<file path="src/rtl/lrsc_pkg.sv">
package lrsc_pkg;
  typedef enum logic [2:0] {
    OP_IDLE,
    OP_READ,
    OP_RSV,
    OP_STORE,
    OP_COND
  } op_e;
endpackage

</file>
<file path="src/rtl/lrsc_decode.sv">
module lrsc_decode
  import lrsc_pkg::*;
(
  input  logic valid_i,
  input  logic write_i,
  input  logic locked_i,
  output op_e  op_o
);
  always_comb begin
    if (!valid_i)     op_o = OP_IDLE;
    else if (write_i) op_o = locked_i ? OP_COND : OP_STORE;
    else              op_o = locked_i ? OP_RSV : OP_READ;
  end
endmodule

</file>
<file path="src/rtl/lrsc_slot.sv">
module lrsc_slot
  import lrsc_pkg::*;
#(
  parameter int ADDR_W  = 32,
  parameter int CTX_W   = 3,
  parameter int SLOT_ID = 0
) (
  input  logic              clk_i,
  input  logic              rst_ni,
  input  op_e               op_i,
  input  logic [CTX_W-1:0]  ctx_i,
  input  logic [ADDR_W-1:0] gran_i,
  output logic              hit_o
);
  localparam logic [CTX_W-1:0] MY_ID = CTX_W'(SLOT_ID);

  logic              vld_q;
  logic [ADDR_W-1:0] gran_q;
  logic              own;
  logic              is_write;

  assign own      = (ctx_i == MY_ID);
  assign hit_o    = vld_q && (gran_q == gran_i);
  assign is_write = (op_i == OP_STORE) || (op_i == OP_COND);

  always_ff @(posedge clk_i or negedge rst_ni) begin
    if (!rst_ni) begin
      vld_q  <= 1'b0;
      gran_q <= '0;
    end else if (op_i == OP_RSV && own) begin
      vld_q  <= 1'b1;
      gran_q <= gran_i;
    end else if (is_write && hit_o) begin
      vld_q  <= 1'b0;
    end
  end
endmodule

</file>
<file path="src/rtl/lrsc_verdict.sv">
module lrsc_verdict
  import lrsc_pkg::*;
#(
  parameter int NUM_CTX  = 8,
  parameter int CTX_W    = 3,
  parameter int STATUS_W = 32
) (
  input  op_e                 op_i,
  input  logic [CTX_W-1:0]    ctx_i,
  input  logic [NUM_CTX-1:0]  hit_i,
  output logic                permit_o,
  output logic [STATUS_W-1:0] status_o
);
  logic own_hit;

  always_comb begin
    own_hit = 1'b0;
    for (int i = 0; i < NUM_CTX; i++) begin
      if (ctx_i == CTX_W'(i)) own_hit = hit_i[i];
    end
  end

  always_comb begin
    permit_o = 1'b0;
    status_o = '0;
    case (op_i)
      OP_STORE: permit_o = 1'b1;
      OP_COND: begin
        permit_o = own_hit;
        status_o = STATUS_W'(own_hit);
      end
      default: ;
    endcase
  end
endmodule

</file>
<file path="src/rtl/lrsc_monitor.sv">
module lrsc_monitor
  import lrsc_pkg::*;
#(
  parameter int NUM_CTX  = 8,
  parameter int ADDR_W   = 32,
  parameter int GRAN_LSB = 3,
  parameter int STATUS_W = 32,
  localparam int CTX_W   = (NUM_CTX > 1) ? $clog2(NUM_CTX) : 1
) (
  input  logic                clk_i,
  input  logic                rst_ni,
  input  logic                req_valid_i,
  input  logic                req_write_i,
  input  logic                req_locked_i,
  input  logic [CTX_W-1:0]    req_ctx_i,
  input  logic [ADDR_W-1:0]   req_addr_i,
  output logic                permit_o,
  output logic [STATUS_W-1:0] sc_status_o
);
  localparam logic [ADDR_W-1:0] LOW_MASK = ADDR_W'((64'd1 << GRAN_LSB) - 64'd1);

  op_e                op;
  logic [ADDR_W-1:0]  gran;
  logic [NUM_CTX-1:0] hit;

  assign gran = req_addr_i & ~LOW_MASK;

  lrsc_decode i_decode (
    .valid_i  (req_valid_i),
    .write_i  (req_write_i),
    .locked_i (req_locked_i),
    .op_o     (op)
  );

  for (genvar g = 0; g < NUM_CTX; g++) begin : g_slot
    lrsc_slot #(
      .ADDR_W  (ADDR_W),
      .CTX_W   (CTX_W),
      .SLOT_ID (g)
    ) i_slot (
      .clk_i  (clk_i),
      .rst_ni (rst_ni),
      .op_i   (op),
      .ctx_i  (req_ctx_i),
      .gran_i (gran),
      .hit_o  (hit[g])
    );
  end

  lrsc_verdict #(
    .NUM_CTX  (NUM_CTX),
    .CTX_W    (CTX_W),
    .STATUS_W (STATUS_W)
  ) i_verdict (
    .op_i     (op),
    .ctx_i    (req_ctx_i),
    .hit_i    (hit),
    .permit_o (permit_o),
    .status_o (sc_status_o)
  );
endmodule

</file>
<file path="config.mk">
export PLATFORM = sky130hd
export DESIGN_NAME = lrsc_monitor
export DESIGN_NICKNAME = d
export VERILOG_FILES = /design/src/rtl/lrsc_pkg.sv /design/src/rtl/lrsc_decode.sv /design/src/rtl/lrsc_slot.sv /design/src/rtl/lrsc_verdict.sv /design/src/rtl/lrsc_monitor.sv
export SDC_FILE = /design/constraint.sdc
export NUM_CORES = 1
export LEC_CHECK = 0
export ABC_CLOCK_PERIOD_IN_PS = 2500
export BUFFER_PORTS_ARGS = -buffer_cell sky130_fd_sc_hd__buf_2
export CORE_AREA = 2 2 150 152
export CTS_BUF_LIST = sky130_fd_sc_hd__clkbuf_2
export DETAILED_ROUTE_END_ITERATION = 10
export DIE_AREA = 0 0 152 154
export HOLD_SLACK_MARGIN = 0.15
export PLACE_DENSITY = 0.79
export SKIP_LAST_GASP = 1
export SYNTH_ARGS = -nofsm -noshare
export SYNTH_HDL_FRONTEND = slang
export SYNTH_HIERARCHICAL = 1
export SYNTH_SLANG_ARGS = --single-unit
</file>
<file path="constraint.sdc">
create_clock -name clk_i -period 2.5 [get_ports clk_i]
set_clock_uncertainty 0.15 [all_clocks]
set_input_delay 0.25 -clock clk_i [delete_from_list [all_inputs] [get_ports clk_i]]
set_output_delay 0.25 -clock clk_i [all_outputs]
set_load 0.02 [all_outputs]
</file>
==> metrics.md <==
| Metric | Value |
|---|---|
| Run status | complete, but fails checks |
| Failing checks | negative setup slack |
| Largest net degree at the start of global routing | 59 |
| Overall die height | 154 um |
| Maxcap violations | 0 |
| First DRT Iteration DRCs | 531 |
| Met1 Usage GRT | 38.1% |
| Critical path's most frequent cell | buf_4 |
| I/O pins | 73 |
| Syn. warnings | 6 |
| Cell types with the highest counts after synthesis | dfrtp_1, xnor2_1, mux2_2 |
| Setup TNS Final | -2.30 ns |
| Critical path arrival | 3.26 ns |
| Unrepaired setup endpoints after global routing | true |
| Pins Over Slew Limit | 0 |
| Power density cells | 755 nW/um^2 |
| Least-Margin Pin Slew | 0.553 ns |
| Async SR Flop Fraction | 100% |
| Root buffer cell | clkbuf_2 |
| Number of clock buffers inserted by TritonCTS | 70 |
| HPWL after detailed placement | 19,600 um |
| Final cell area excluding filler cells | 16,900 um^2 |
| Number of global-route vias before repair | 9,783 |
| Final worst slack | -1.16 ns |
| Footprint of the multi-input gates | 7090 um^2 |
| Number of design rule violations left after detail routing | 0 |
| Relative max-transition margin | 63.0% |
| Detailed-routing iteration count for the pre-antenna-repair pass | 4 |
| Highest fanout seen on the critical path | 2 |
| Global routing usage on met2 | 44.4% |
| CTS clock-pin slew for the worst setup and hold paths | 0.12 ns |
| Number of standard-cell rows in the floorplan | 54 |
| Synth-to-layout area growth | 22.1% |
| Share of post-route cells with drive strength above 1 | 39.3% |
| Met3 demand-to-capacity share in global routing | 6.17% |
| Reported leakage power | 7.78 nW |
| Detailed-route wire length | 32,400 um |
| Buffers from clock root to sink, at most | 3 |
| Cell count after synthesis | 1,008 |
| Number of levels the H-tree was split into | 3 |
| Area inside the core boundary | 21,700 um^2 |
| Wire per inst | 19.3 um |
| Total of buffers placed on input and output ports | 38 |
| Post-route antenna net violation count | 0 |
| Top-count cell post-synth | dfrtp_1 |
| Final number of hold-violating endpoints | 0 |
| Critical setup path kind | reg2out |
| Clock period minus worst slack | 3.66 ns |
| Sequential-to-total area share from yosys stat | 47.8% |
| Number of flip-flops and latches in the synthesized netlist | 264 |
| Final standard cell utilization of the core | 77.8% |
| Combined area of all synthesized cells | 13,800 um^2 |
| Maximum clock frequency | 0.273 GHz |
| Clock Latency Late Sink | 0.87 ns |
| Number of vias per cell | 5.44 |
| Nature of the critical path startpoint | register |
| Clock sinks | 264 |
| Class of the most critical hold timing path | in2reg |
| Cell breakdown of the critical path | xnor2_1, nand4_1, nor4_1, buf_4, and4_1, mux4_2, nor2_2, o41ai_4, buf_4 |
| Sum of internal, switching and leakage power | 12.7 mW |
| Wire length of the first global-routing pass | 51,800 um |
| Global router's overall resource usage | 28.1% |
| Final setup violating endpoints | 4 |
| Total number of nets in the final design | 1,394 |
| EDFF count, synth | 0 |
| Most Used Layer, Global Route | met2 |
| Leftover overflow at the end of global routing | 0 |
| Most common flop cell mapped by yosys | dfrtp_1 |
| Final weighted congestion in routability-driven placement | 0.809 |
| Library cell with the largest summed area after synthesis | dfrtp_1 |
| CTS tree | built |
| Area share of the largest cell type after synthesis | 47.8% |
| Placed standard-cell area | 15,200 um^2 |
| Largest cells by area after synthesis | dfrtp_1, xnor2_1, mux2_2 |
| Storage cell area | 6610 um^2 |
| Total of fill cells in the finished design | 1,272 |
| Via count | 9,154 |
| Slowest Stage Delay on Critical Path | 0.46 ns |
| Initial antenna violation count | 1 |
| Kind of end point of the critical path | primary output |
| Netlist cell types | 33 |
| Required time at the endpoint of the critical path | 2.10 ns |
| Portion of the clock cycle consumed by the worst path in the final layout | 146% |
| Average size of a mapped cell | 13.7 um^2 |
| Worst supply voltage drop on vdd | 0.484 mV |
| Standard cell with the maximum stage delay on the critical path | dfrtp_1 |
| Die outline area | 23,400 um^2 |
| Initial standard-cell utilization of the core | 63.7% |
| Final worst hold slack | 0.149 ns |
| Floorplan die width | 152 um |
==> worst max-delay path, delay by kind of cell, from the launching register on <==
| family | cells | cell delay, ns |
|---|---|---|
| and+or+nand+nor | 4 | 0.69 |
| DFF | 1 | 0.46 |
| AOI/OAI and AO/OA | 1 | 0.44 |
| buffers and inverters | 2 | 0.38 |
| xor gates and xnor gates | 1 | 0.25 |
| muxes | 1 | 0.23 |
==> power by group <==
part	total, mW	leakage, nW	switching (mW)	internal (mW)
registers	6.24	3.30	0.835	5.41
clock network	2.92	0.455	1.81	1.11
logic	3.57	4.02	1.29	2.27
total	12.7	7.78	3.94	8.79
==> state kept, by name, indices dropped and copies added (netlist names) <==
register and count:
g_slot.i_slot/gran_q 256, g_slot.i_slot/vld_q 8
==> path summary, 6_finish.rpt <==
kind | depth (start not counted) | to | startpoint | slack (ns)
setup / recovery | 9 | permit_o | g_slot[5].i_slot/gran_q[9] | -1.16
max in group asynchronous | 5 | g_slot[3].i_slot/gran_q[13] | rst_ni | 1.23
setup reg to reg | 8 | g_slot[3].i_slot/vld_q | g_slot[3].i_slot/gran_q[3] | -0.04
min in group asynchronous | 4 | g_slot[4].i_slot/gran_q[19] | rst_ni | 0.39
hold reg to reg | 1 | g_slot[7].i_slot/gran_q[20] | g_slot[7].i_slot/gran_q[20] | 0.38
hold / removal | 5 | g_slot[4].i_slot/gran_q[19] | req_ctx_i[0] | 0.15
==> layer usage <==
metal / routed length [um] / share of wire, % / up-vias
met4: 920 / 2.8 / 0
met3: 1510 / 4.7 / 67
li1: - / - / 4179
met1: 14700 / 45 / 4657
met5: 0 / 0 / -
met2: 15300 / 47 / 251
==> per-stage QoR <==
stage / setup slack [ns] / cells
2_1_floorplan: 0.0772 / 1085
3_3_place_gp: -0.504 / 1467
3_5_place_dp: -0.513 / 1467
4_1_cts: -1.14 / 1675
5_1_grt: -1.27 / 1682
6_report: -1.16 / 1682
==> cells in the final DEF, fill, tap and decap left out, types with 35 or more instances in the layout <==
cell type	Yosys	routed
dfrtp_1	264	264
xnor2_1	256	250
mux2_2	164	164
buf_4	31	114
clkbuf_2	0	91
mux2_4	89	89
dlygate4sd3_1	0	83
conb_1	2	79
nand4_1	64	64
buf_2	0	35
==> cell type report <==
type                            count  area share [%]
Multi-Input combinational cell    766            42.1
Sequential cell                   264            39.2
Timing Repair Buffer              251            13.1
Clock buffer                       91            2.70
Tap cell                          280            2.08
Clock inverter                     29           0.883
Antenna cell                        1          0.0148
==> what timing repair did <==
action / 4_1_cts / 5_1_grt
hold buffers: 86 / 5
buffers inserted: 2 / 3
pin swaps: 7 / 6
setup endpoints to repair: 2 / 26
resized for setup: 6 / 16
endpoints found under the hold margin: 520 / 15
==> kinds of logic after synthesis <==
kind of cell	share of synthesized area, %
multiplexers	23.6
AND/OR/NAND/NOR	7.44
flip-flops	47.8
XOR/XNOR	16.2
AO/OA/AOI/OAI	1.08
adder cells (fa/ha/maj)	0.0906
buffers and inverters	3.64
other	0.0544
No activity file was read; power rests on OpenSTA's default activity.
